[src/rtl/bpl_pkg.sv]
package bpl_pkg;

  // Phase code carried on phase_i
  typedef enum logic [1:0] {
    PH_IDLE  = 2'b00,
    PH_ADDR  = 2'b01,
    PH_WDATA = 2'b10,
    PH_RDATA = 2'b11
  } phase_e;

  // Width of a pairwise XOR fold after lvl halvings of w inputs
  function automatic int fold_width(input int w, input int lvl);
    int r;
    r = w;
    for (int k = 0; k < lvl; k++) begin
      r = (r + 1) / 2;
    end
    return r;
  endfunction

endpackage

[src/rtl/bpl_rst_sync.sv]
module bpl_rst_sync #(
  parameter int STAGES = 2
) (
  input  logic clk,
  input  logic rst_n,
  output logic rst_no
);

  logic [STAGES-1:0] sync_q;

  // Assert at once, release only after STAGES rising edges
  always_ff @(posedge clk or negedge rst_n) begin
    if (!rst_n) begin
      sync_q <= '0;
    end else begin
      sync_q <= {sync_q[STAGES-2:0], 1'b1};
    end
  end

  assign rst_no = sync_q[STAGES-1];

endmodule

[src/rtl/bpl_xor_tree.sv]
module bpl_xor_tree
  import bpl_pkg::*;
#(
  parameter int W = 36
) (
  input  logic [W-1:0] din,
  output logic         odd
);

  localparam int LV = (W <= 1) ? 0 : $clog2(W);

  // Balanced fold: each level halves the vector, an odd leftover passes through
  for (genvar l = 0; l <= LV; l++) begin : g_lvl
    localparam int WL = fold_width(W, l);
    logic [WL-1:0] v;
    if (l == 0) begin : g_leaf
      assign v = din;
    end else begin : g_fold
      localparam int PW = fold_width(W, l - 1);
      for (genvar i = 0; i < WL; i++) begin : g_node
        if (2 * i + 1 < PW) begin : g_pair
          assign v[i] = g_lvl[l-1].v[2*i] ^ g_lvl[l-1].v[2*i+1];
        end else begin : g_pass
          assign v[i] = g_lvl[l-1].v[2*i];
        end
      end
    end
  end

  assign odd = g_lvl[LV].v[0];

endmodule

[src/rtl/bpl_phase_dec.sv]
module bpl_phase_dec
  import bpl_pkg::*;
(
  input  logic [1:0] phase_i,
  input  logic       am_master_i,
  input  logic       irdy_i,
  input  logic       trdy_i,
  output logic       qual_o,
  output logic       own_o
);

  phase_e ph;
  assign ph = phase_e'(phase_i);

  // qual_o: bus value on this clock carries parity next clock
  // own_o : the local agent is the one that drives that parity
  always_comb begin
    qual_o = 1'b0;
    own_o  = 1'b0;
    unique case (ph)
      PH_IDLE: begin
        qual_o = 1'b0;
        own_o  = 1'b0;
      end
      PH_ADDR: begin
        qual_o = 1'b1;
        own_o  = am_master_i;
      end
      PH_WDATA: begin
        qual_o = irdy_i;
        own_o  = irdy_i & am_master_i;
      end
      PH_RDATA: begin
        qual_o = trdy_i;
        own_o  = trdy_i & ~am_master_i;
      end
    endcase
  end

endmodule

[src/rtl/bus_parity_lag.sv]
module bus_parity_lag
  import bpl_pkg::*;
#(
  parameter int AD_W = 32,
  parameter int BE_W = 4
) (
  input  logic            clk,
  input  logic            rst_n,
  input  logic [AD_W-1:0] ad_i,
  input  logic [BE_W-1:0] cbe_n_i,
  input  logic [1:0]      phase_i,
  input  logic            am_master_i,
  input  logic            irdy_i,
  input  logic            trdy_i,
  input  logic            par_i,
  output logic            par_o,
  output logic            par_oe_o,
  output logic            par_err_o
);

  localparam int COVER_W = AD_W + BE_W;

  logic rst_ni;
  logic qual, own, odd;
  logic par_q, par_d, par_en;
  logic oe_q, oe_d;
  logic chk_q, chk_d;
  logic err_q, err_d;

  bpl_rst_sync #(.STAGES(2)) u_rst (
    .clk    (clk),
    .rst_n  (rst_n),
    .rst_no (rst_ni)
  );

  bpl_xor_tree #(.W(COVER_W)) u_tree (
    .din (({cbe_n_i, ad_i})),
    .odd (odd)
  );

  bpl_phase_dec u_dec (
    .phase_i     (phase_i),
    .am_master_i (am_master_i),
    .irdy_i      (irdy_i),
    .trdy_i      (trdy_i),
    .qual_o      (qual),
    .own_o       (own)
  );

  // Next-state logic
  always_comb begin
    par_en = qual;
    par_d  = odd;
    oe_d   = qual & own;
    chk_d  = qual & ~own;
    err_d  = chk_q & (par_i != par_q);
  end

  // Registers: parity value with explicit enable, flags every cycle
  always_ff @(posedge clk or negedge rst_n) begin
    if (!rst_n) begin
      par_q <= 1'b0;
    end else if (!rst_ni) begin
      par_q <= 1'b0;
    end else if (par_en) begin
      par_q <= par_d;
    end
  end

  always_ff @(posedge clk or negedge rst_n) begin
    if (!rst_n) begin
      oe_q  <= 1'b0;
      chk_q <= 1'b0;
      err_q <= 1'b0;
    end else if (!rst_ni) begin
      oe_q  <= 1'b0;
      chk_q <= 1'b0;
      err_q <= 1'b0;
    end else begin
      oe_q  <= oe_d;
      chk_q <= chk_d;
      err_q <= err_d;
    end
  end

  assign par_o     = par_q;
  assign par_oe_o  = oe_q;
  assign par_err_o = err_q;

  // driven parity makes the covered bits plus itself even
  a_r1_even_total: assert property (@(posedge clk) disable iff (!rst_ni)
    par_oe_o |-> ((($countones({$past(cbe_n_i), $past(ad_i)}) + int'(par_o)) % 2) == 0));

  // an owned parity-bearing clock enables the pin on the next cycle
  a_r3_owned_drives: assert property (@(posedge clk) disable iff (!rst_ni)
    (qual && own) |=> par_oe_o);

  // no drive after a clock the agent does not own
  a_r3_no_foreign_drive: assert property (@(posedge clk) disable iff (!rst_ni)
    !(qual && own) |=> !par_oe_o);

  // value holds across clocks that bear no parity
  a_r4_hold: assert property (@(posedge clk) disable iff (!rst_ni)
    !qual |=> $stable(par_o));

  // an error pulse always traces back to a comparison cycle
  a_r5_err_cause: assert property (@(posedge clk) disable iff (!rst_ni)
    par_err_o |-> $past(chk_q));

  // outside comparison cycles no error can follow
  a_r6_quiet: assert property (@(posedge clk) disable iff (!rst_ni)
    !chk_q |=> !par_err_o);

  // drive and compare never overlap
  a_r5_exclusive: assert property (@(posedge clk) disable iff (!rst_ni)
    $onehot0({oe_q, chk_q}));

  // reset forces the outputs low
  a_r7_reset_low: assert property (@(posedge clk)
    !rst_n |-> (!par_oe_o && !par_err_o && !par_o));

endmodule

[config.mk]
export PLATFORM = sky130hd
export DESIGN_NAME = bus_parity_lag
export DESIGN_NICKNAME = d
export VERILOG_FILES = /design/src/rtl/bpl_pkg.sv /design/src/rtl/bpl_rst_sync.sv /design/src/rtl/bpl_xor_tree.sv /design/src/rtl/bpl_phase_dec.sv /design/src/rtl/bus_parity_lag.sv
export SDC_FILE = /design/constraint.sdc
export NUM_CORES = 1
export LEC_CHECK = 0
export ABC_AREA = 0
export BUFFER_PORTS_ARGS = -buffer_cell sky130_fd_sc_hd__buf_2
export CORE_UTILIZATION = 40
export CTS_CLUSTER_DIAMETER = 120
export DETAILED_ROUTE_END_ITERATION = 10
export HOLD_SLACK_MARGIN = 0.06
export PLACE_DENSITY_LB_ADDON = 0.08
export SETUP_SLACK_MARGIN = 0.1
export SLEW_MARGIN = 20
export SYNTH_ARGS = -nofsm -noshare
export SYNTH_HDL_FRONTEND = slang
export SYNTH_HIERARCHICAL = 1
export SYNTH_SLANG_ARGS = --single-unit
[constraint.sdc]
create_clock -name clk -period 1.7 [get_ports clk]
set_input_delay 0.34 -clock clk [delete_from_list [all_inputs] [get_ports clk]]
set_output_delay 0.34 -clock clk [all_outputs]
set_load 0.005 [all_outputs]
* Word level (Yosys, flattened, before mapping)
Cells that the tools add are included.
Storage, ports and cells: bits in registers 6
Operators by class: equality and inequality tests 5, muxes and demuxes 7, bitwise gates (word level) 42, reduce and logical (&&, ||, !) cells 1
Operators with widths (number):
- $xor A1 B1 Y1 | 35
- $pmux W1 S4 | 2
- $and A1 B1 Y1 | 5
- $mux W1 | 5
- $eq A2 B2 Y1 const B | 2
- $eq A2 B1 Y1 const B | 1
- $logic_not A2 Y1 | 1
- $ne A2 B2 Y1 const B | 1
- $not A1 Y1 | 2
- $ne A1 B1 Y1 | 1

* Depth between registers and ports, before layout
Gate-level depths: netlist of the first run.
depth in word-level cells 8, mapped depth 7

* Modules after synthesis
The synthesis of the first run kept the hierarchy.
By module, submodules not included:
- bpl_xor_tree | times used 1, cells each 34, area each 311.5 um^2, sequential area each 0.0 um^2
- bus_parity_lag | times used 1, cells each 11, area each 145.1 um^2, sequential area each 100.1 um^2
- bpl_rst_sync | times used 1, cells each 3, area each 53.8 um^2, sequential area each 50.0 um^2
- bpl_phase_dec | times used 1, cells each 7, area each 43.8 um^2, sequential area each 0.0 um^2

* Worst setup path before layout of the first run
No wires, ideal clock.
path type in2reg, start input ad_i[28], end register par_q (netlist: par_o), library setup time 0.120 ns, data arrival time 1.498 ns, data required time 1.580 ns, path slack 0.082 ns, stages on the path 7, cell sequence xor2_1 > xnor2_1 > xnor2_1 > xnor3_1 > xnor2_1 > mux2i_1 > nor2b_1
On the way: longest elaborated chain between the ends 8
Ends and longest elaborated chain:
- from (decl) | line bus_parity_lag.sv:9 | input logic [AD_W-1:0] ad_i,
- $xor A1 B1 Y1 (6 in series) | line bpl_xor_tree.sv:22 | assign v[i] = g_lvl[l-1].v[2*i] ^ g_lvl[l-1].v[2*i+1];
- via odd | line bus_parity_lag.sv:24 | logic qual, own, odd;
- $mux W1 | line bus_parity_lag.sv:65 | end else if (par_en) begin
- $mux W1 | line bus_parity_lag.sv:63 | end else if (!rst_ni) begin
- to (signal assigned) | line bus_parity_lag.sv:66 | par_q <= par_d;
- to (decl) | line bus_parity_lag.sv:25 | logic par_q, par_d, par_en;
The timed path passes the listed nets, and every way through them passes these cells. The select of a mux whose other input is x is not followed. A chain may end at the register's enable or synchronous reset.

* Final worst setup path of the first run
start input ad_i[19], end register par_q (netlist: par_o)
Same word-level chain as after synthesis.

==> summary.md, run 1 <==
| Metric | Value |
|---|---|
| Run status | `completed` |
| Final critical-path required period | `1521 ps` |
| Height of the die | `39.23 microns` |
| Fill count | `112` |
| Fin Clk Skew | `2.630 ps` |
| Cell Int Power | `0.0004660 W` |
| Number of buffers inserted by port buffering | `46` |
| Post-detailed-route wirelength per cell | `8.725 microns` |
| Placer congestion estimate | `0.6356` |
| I/O Pins | `47` |
| Clock-pin slew on the worst setup and hold paths | `50 ps` |
| End point of the most critical hold path | `u_rst/sync_q[1]$_DFF_PN0_` |
| Required time worst endpoint | `1840 ps` |
| Endpoint of the lowest-slack register-to-register path | `par_err_o$_DFF_PN0_` |
| Total DRC errors in the routed layout | `0` |
| Final Hold Viols | `0` |
| Detail-routed via count per cell | `4.325` |
| Final Net Count | `151` |
| Hold Path Depth | `0` |
| Max Cap Violations | `0` |
| Post-route insts no fill | `120` |
| Most common cell after layout, fill and taps aside | `sky130_fd_sc_hd__buf_2` |
| Critical path startpoint category | `input port` |
| Hold Crit Start | `u_rst/sync_q[0]$_DFF_PN0_` |
| Crit path arrival time | `1660 ps` |
| CP endpoint kind | `flip-flop` |
| Effective utilization at floorplan | `42.60%` |
| Final TNS setup | `0 ps` |
| Type of the worst setup path | `input port to flip-flop` |
| ANT nets after route | `0` |
| FP Rows | `13` |
| Aggregate global-route resource usage | `15.23%` |
| Maximum number of pins on one net before global-route repair | `7` |
| Clock share of power | `20.5%` |
| Post-Syn Nets | `99` |
| Area taken by flip-flops and latches | `150.1 sq um` |
| Total CTS buffers | `3` |
| Initial DRC Count | `5` |
| Cell Area, Synth | `554.3 sq um` |
| Die outline width | `39.23 microns` |
| Synth Register Bits | `6` |
| Routed vias | `519` |
| Synthesized instance count | `55` |
| Total length of routed wires | `1047 microns` |
| Source-to-sink clock delay at the later pin of the worst-skew pair | `250 ps` |
| Post-synthesis async set-or-reset flop share | `100.0%` |
| Number of distinct library cells after synthesis | `15` |
| Share of total power consumed by net switching | `29.69%` |
| Max clock buf depth | `2` |
| Die area | `1539 sq um` |
| Worst setup slack for register-to-register paths | `850 ps` |
| LEAKAGE | `0.4412 nW` |
| Detailed Routing Iterations Pass 1 | `4` |
| Clk root buf | `sky130_fd_sc_hd__clkbuf_4` |
| Clk sinks | `6` |
| Power Density | `760.0 nW/um^2` |
| Estimated wirelength of the detail-placed design | `883.3 microns` |
| TritonCTS clock tree | `done` |
| Peak supply drop | `0.4255 mV` |
| Total core area | `1301 sq um` |
| Class of the most critical hold timing path | `flip-flop to flip-flop` |
| Depth of the worst register-to-register path | `2` |
| Final cell utilization of the core | `67.02%` |
| Non-Filler Cell Area, Final | `872.1 sq um` |
| Combinational share of power | `54.3%` |
| Reg2reg start | `par_o$_DFFE_PN0P_` |
| Highest-count cells in the layout ignoring fill and taps | `sky130_fd_sc_hd__buf_2, sky130_fd_sc_hd__xnor2_1, sky130_fd_sc_hd__dfrtp_1, sky130_fd_sc_hd__xor2_1` |
| Layout-stage area growth over the synthesis result | `57.34%` |
| Post-Syn Area per Cell | `10.08 sq um` |
| Final global-route overflow total | `0` |
| Sequential fraction of the synthesis area | `27.09%` |
| Number of buffers inserted by post-CTS setup repair | `0` |
| First-pass GRT wire length | `1490 microns` |
| Commonest register cell after synthesis | `sky130_fd_sc_hd__dfrtp_1` |
| Number of synthesized flops with an enable pin | `0` |
| Max Clock Freq | `657.4 MHz` |
| Placement-stage cell area | `810.8 sq um` |
| Setup-failing EPs final | `0` |
| Level count of the clock H-tree | `1` |
| Fraction of the cycle the final worst path needs | `89.48%` |
| Number of warnings reported in the yosys synthesis log | `6` |
| P_sw | `0.0001968 W` |
| Footprint of the multi-input gates | `430.4 sq um` |
| Fraction of layout cells with a size suffix above 1 | `50.48%` |
| Final count of pins violating max slew | `0` |
| Unrepaired setup endpoints after global routing | `false` |
| DP Cell Count | `116` |
| Ant diodes | `0` |
| Vias in the first global route | `433` |
| Flop pwr share | `25.2%` |
| Initial antenna violation count | `0` |
| Maximum net fanout on the critical path | `1` |
power by group through the flow:
stage	logic [W]	clock network [W]	registers (W)
after CTS	0.000357	0.000143	0.000167
final	0.000360	0.000136	0.000167
after floorplan	0.000263	0	0.000168
after detailed placement	0.000354	0	0.000169
after global placement	0.000347	0	0.000169
after global routing	0.000395	0.000151	0.000168
synthesized netlist by cell type, types with 2 or more instances:
master,number,area share [%]
sky130_fd_sc_hd__nand2_1,2,1.4
sky130_fd_sc_hd__dfrtp_1,6,27
sky130_fd_sc_hd__xor2_1,5,7.9
sky130_fd_sc_hd__xnor2_1,29,46
sky130_fd_sc_hd__and3_1,2,2.3
sky130_fd_sc_hd__nand4b_1,2,3.2
per-layer routing:
metal,track usage [%],vias to the layer above,part of all wire (%)
met5,0,-,0
met3,6.936,2,8.5
li1,-,274,-
met1,14.04,212,40
met2,26.25,31,50
met4,10.34,0,1.2
repair_timing:
item / 4_1_cts / 5_1_grt
gates resized for setup: 0 / 4
endpoints found under the setup margin: 0 / 1
endpoints found under the hold margin: 6 / 0
hold buffers: 1 / 0
metrics by stage:
step	setup WS [ps]	hold slack, ps	power, W
2_1_floorplan	99.01	44.41	0.0004317
3_3_place_gp	-61.31	167.0	0.0005161
5_1_grt	101.1	376.3	0.0007141
6_report	178.8	366.5	0.0006628
4_1_cts	151.5	362.1	0.0006674
3_5_place_dp	-97.30	168.9	0.0005224
worst max path at each step:
stage,start,endpoint,slack (ps),depth (start not counted)
6_report,ad_i[19],par_o$_DFFE_PN0P_,180,8
5_1_grt,ad_i[19],par_o$_DFFE_PN0P_,100,8
4_1_cts,ad_i[16],par_o$_DFFE_PN0P_,150,8
3_5_place_dp,ad_i[16],par_o$_DFFE_PN0P_,-100,8
3_3_place_gp,ad_i[13],par_o$_DFFE_PN0P_,-60,8
2_1_floorplan,ad_i[16],par_o$_DFFE_PN0P_,100,7
area by class of cell:
| cell class | instances | share of cell area [%] |
|---|---|---|
| Multi-Input combinational cell | 48 | 49.35 |
| Inverter | 1 | 0.4304 |
| Tap cell | 15 | 2.152 |
| Sequential cell | 6 | 17.22 |
| Clock buffer | 3 | 2.582 |
| Timing Repair Buffer | 47 | 28.26 |
sequential cells by signal, indices dropped and copies added (netlist names):
name          cells
u_rst/sync_q      2
par_o             1
par_err_o         1
par_oe_o          1
chk_q             1
cell families (layout without fill, tap and decap cells):
kind of cell | count (synthesis) | in the layout | synth area share, %
compound gates | 3 | 3 | 3.386
mux | 1 | 1 | 1.806
buf+inv | 1 | 51 | 0.6766
flops | 6 | 6 | 27.09
other cells | 1 | 1 | 0.6766
xor+xnor | 35 | 35 | 57.79
simple gates | 8 | 8 | 8.579
critical path, stage by stage:
cell and delay (ps):
sky130_fd_sc_hd__buf_6 100, sky130_fd_sc_hd__xor2_2 170, sky130_fd_sc_hd__xnor2_1 180, sky130_fd_sc_hd__xnor2_1 140, sky130_fd_sc_hd__xnor3_1 410, sky130_fd_sc_hd__xnor2_1 130
sky130_fd_sc_hd__mux2i_1 130, sky130_fd_sc_hd__nor2b_1 60
No activity file was read; power rests on OpenSTA's default activity.
==> inputs of run 2 (changes only) <==
--- a/config.mk
+++ b/config.mk
@@ -10,11 +10,11 @@
 export CORE_UTILIZATION = 40
 export CTS_CLUSTER_DIAMETER = 120
 export DETAILED_ROUTE_END_ITERATION = 10
+export GPL_TIMING_DRIVEN = 0
 export HOLD_SLACK_MARGIN = 0.06
 export PLACE_DENSITY_LB_ADDON = 0.08
 export SETUP_SLACK_MARGIN = 0.1
 export SLEW_MARGIN = 20
 export SYNTH_ARGS = -nofsm -noshare
 export SYNTH_HDL_FRONTEND = slang
-export SYNTH_HIERARCHICAL = 1
 export SYNTH_SLANG_ARGS = --single-unit
==> run 2 against run 1 <==
Against the previous run:
- worst setup slack better by 48 ps
- fmax increased by 3.2%
- global-route usage down 1.3 points
- critical endpoint unchanged
==> summary.md, run 2 <==
| Metric | Value |
|---|---|
| Run status | `completed` |
| Cell repeated most along the worst path | `sky130_fd_sc_hd__xnor2_1` |
| Aggregate global-route resource usage | `13.97% (-1.3 points)` |
| Clk root buf | `sky130_fd_sc_hd__clkbuf_4` |
| Detailed Routing Iterations Pass 1 | `4 (unchanged)` |
| CP endpoint kind | `flip-flop` |
| Layout-stage area growth over the synthesis result | `49.45%` |
| Buffers and inverters on the worst path | `1 (unchanged)` |
| Effective utilization at floorplan | `43.21% (+0.61 points)` |
| Number of buffers inserted by post-CTS setup repair | `0 (unchanged)` |
| Top cell types by occurrence after synthesis | `sky130_fd_sc_hd__xnor2_1, sky130_fd_sc_hd__dfrtp_1, sky130_fd_sc_hd__o21ai_0, sky130_fd_sc_hd__xor2_1, sky130_fd_sc_hd__a21oi_1` |
| Cells along the critical path | `buf_2, xnor2_1, xnor2_1, xnor2_1, xnor3_1, xnor2_1, a21oi_1` |
| Power Density | `740.4 nW/um^2 (-2.6%)` |
| First-pass GRT wire length | `1476 microns (-0.94%)` |
| Vias in the first global route | `462 (+6.7%)` |
| Clock-pin slew on the worst setup and hold paths | `40 ps (about the same)` |
| Number of distinct library cells after synthesis | `15 (unchanged)` |
| Post-Syn Nets | `103 (+4.0%)` |
| Most common cell after layout, fill and taps aside | `sky130_fd_sc_hd__buf_2` |
| Ant diodes | `0 (unchanged)` |
| Fraction of layout cells with a size suffix above 1 | `44.95% (-5.5 points)` |
| Max Cap Violations | `0 (unchanged)` |
| Estimated wirelength of the detail-placed design | `885.4 microns (+0.24%)` |
| Sequential fraction of the synthesis area | `26.37% (-0.71 points)` |
| Number of synthesized flops with an enable pin | `0 (unchanged)` |
| Total length of routed wires | `1002 microns (-4.3%)` |
| Routed vias | `555 (+6.9%)` |
| Total CTS buffers | `3 (unchanged)` |
| Initial antenna violation count | `0 (unchanged)` |
| TritonCTS clock tree | `done` |
| Total core area | `1318 sq um (+1.2%)` |
| Peak supply drop | `0.3865 mV (-9.2%)` |
| Post-route insts no fill | `124 (+3.3%)` |
| Initial DRC Count | `2 (-3)` |
| Leading cell types by total area after synthesis | `sky130_fd_sc_hd__xnor2_1, sky130_fd_sc_hd__dfrtp_1, sky130_fd_sc_hd__xor2_1` |
| Max Clock Freq | `678.7 MHz (+3.2%)` |
| Total DRC errors in the routed layout | `0 (unchanged)` |
| Most flop-heavy register | `u_rst.sync_q` |
| LEAKAGE | `0.4152 nW (-5.9%)` |
| Highest-count cells in the layout ignoring fill and taps | `sky130_fd_sc_hd__buf_2, sky130_fd_sc_hd__xnor2_1, sky130_fd_sc_hd__dfrtp_1, sky130_fd_sc_hd__xor2_1, sky130_fd_sc_hd__o21ai_0` |
| Placer congestion estimate | `0.6208 (-2.3%)` |
| DP Cell Count | `120 (+3.4%)` |
| Die area | `1578 sq um (+2.6%)` |
| Most numerous cell in the Yosys netlist | `sky130_fd_sc_hd__xnor2_1` |
| Fin Clk Skew | `5.052 ps (+2.422 ps)` |
| Kind of cell with the highest combined delay on the critical path | `XOR/XNOR gates` |
| Slowest library cell on the worst path | `sky130_fd_sc_hd__xnor3_1` |
| Area fraction of the dominant cell type after synthesis | `46.15% (+0.33 points)` |
| Height of the die | `39.73 microns (+1.3%)` |
| Critical path startpoint category | `input port` |
| Maximum net fanout on the critical path | `1 (unchanged)` |
| Placement-stage cell area | `818.3 sq um (+0.93%)` |
| Number of warnings reported in the yosys synthesis log | `0 (-6)` |
| Synthesized instance count | `59 (+7.3%)` |
| Detail-routed via count per cell | `4.476 (+3.5%)` |
| Die outline width | `39.73 microns (+1.3%)` |
| Final Hold Viols | `0 (unchanged)` |
| Final count of pins violating max slew | `0 (unchanged)` |
| Source-to-sink clock delay at the later pin of the worst-skew pair | `240 ps (about the same)` |
| Final Net Count | `155 (+2.6%)` |
| Synth Register Bits | `6 (unchanged)` |
| Non-Filler Cell Area, Final | `850.8 sq um (-2.4%)` |
| Commonest register cell after synthesis | `sky130_fd_sc_hd__dfrtp_1` |
| Post-cts gate resize count | `0 (unchanged)` |
| Crit path arrival time | `1580 ps (-80 ps)` |
| Post-synthesis async set-or-reset flop share | `100.0% (unchanged)` |
| Final critical-path required period | `1473 ps (-47.79 ps)` |
| Final worst slack | `226.5 ps (+47.79 ps)` |
| Number of buffers inserted by port buffering | `46 (unchanged)` |
| Post-detailed-route wirelength per cell | `8.081 microns (-7.4%)` |
| Largest incremental delay on the critical path | `410 ps (about the same)` |
| Final global-route overflow total | `0 (unchanged)` |
| Class of the most critical hold timing path | `input port to flip-flop` |
| Flip-flop count of the largest register, all copies and words added | `2 (unchanged)` |
| Max clock buf depth | `2 (unchanged)` |
| Cell Area, Synth | `569.3 sq um (+2.7%)` |
| FP Rows | `13 (unchanged)` |
| Level count of the clock H-tree | `1 (unchanged)` |
| Post-Syn Area per Cell | `9.649 sq um (-4.3%)` |
| Clk sinks | `6 (unchanged)` |
| Type of the worst setup path | `input port to flip-flop` |
| Required time worst endpoint | `1810 ps (-30 ps)` |
| Fraction of the cycle the final worst path needs | `86.67% (-2.8 points)` |
| ANT nets after route | `0 (unchanged)` |
| Cell type with the largest total area after synthesis | `sky130_fd_sc_hd__xnor2_1` |
| I/O Pins | `47 (unchanged)` |
| DP Worst Slack | `-22.99 ps (+74.30 ps)` |
| Hold Worst Slack | `350.4 ps (-16.16 ps)` |
| Setup-failing EPs final | `0 (unchanged)` |
| Maximum number of pins on one net before global-route repair | `8 (+1)` |
| Unrepaired setup endpoints after global routing | `false` |
==> run 2: final cells by class <==
type | instances | area (sq um)
multi-input combinational | 51 | 411.6
sequential | 6 | 150.1
inverter | 2 | 7.507
timing repair buffer | 47 | 240.2
clock buffer | 3 | 22.52
tap | 15 | 18.77
fill | 120 | 466.7
==> run 2: repair_timing <==
item | in CTS | in global routing
hold endpoints to repair | 6 | 0
endpoints found under the setup margin | 0 | 0
hold buffers | 1 | 0
==> run 2: layer usage <==
layer	vias to the layer above	wire length (microns)	global-route usage (%)
met5	-	0	0
met4	0	0	1.724
met3	0	92	6.818
met2	32	530	29.10
met1	233	379	11.49
li1	290	-	-
==> run 2: stage by stage <==
stage               power (W)  TNS (ps)  util (%)
finish              0.0006299         0     64.58
global route        0.0006875         0     64.58
CTS                 0.0006398         0     64.58
detailed placement  0.0005079    -22.99     62.11
global placement    0.0005049    -7.742     62.11
floorplan           0.0004188         0         -
==> run 2: final timing paths <==
check	start	end	slack, ps	cells after the start
min in group asynchronous	rst_n	u_rst.sync_q[0]$_DFF_PN0_	450	2
hold / removal	phase_i[1]	par_oe_o$_DFF_PN0_	350	2
hold reg to reg	u_rst.sync_q[0]$_DFF_PN0_	u_rst.sync_q[1]$_DFF_PN0_	350	0
setup reg to reg	par_o$_DFFE_PN0P_	par_err_o$_DFF_PN0_	870	2
max in group asynchronous	rst_n	par_o$_DFFE_PN0P_	1110	2
setup / recovery	ad_i[1]	par_o$_DFFE_PN0P_	230	7
==> run 2: power by group <==
part / leakage, nW / internal [W] / switching, W
clock network: 0.0138 / 0.0000795 / 0.0000463
registers: 0.0768 / 0.000158 / 0.00000953
logic: 0.325 / 0.000214 / 0.000122
total: 0.415 / 0.000452 / 0.000178
==> run 2: logic make-up (layout without fill, tap and decap cells) <==
kind of cell	count (synthesis)	after routing	synth area share (%)
AND/OR/NAND/NOR	7	7	7.692
XOR/XNOR	35	35	56.26
buffers and inverters	2	52	1.319
AO/OA/AOI/OAI	8	8	7.692
other	1	1	0.6587
flip-flops	6	6	26.37
==> run 2: worst register-to-register path: stages (launching register included) <==
cell and delay (ps):
sky130_fd_sc_hd__dfrtp_1 390, sky130_fd_sc_hd__xor2_1 160, sky130_fd_sc_hd__and3_1 170
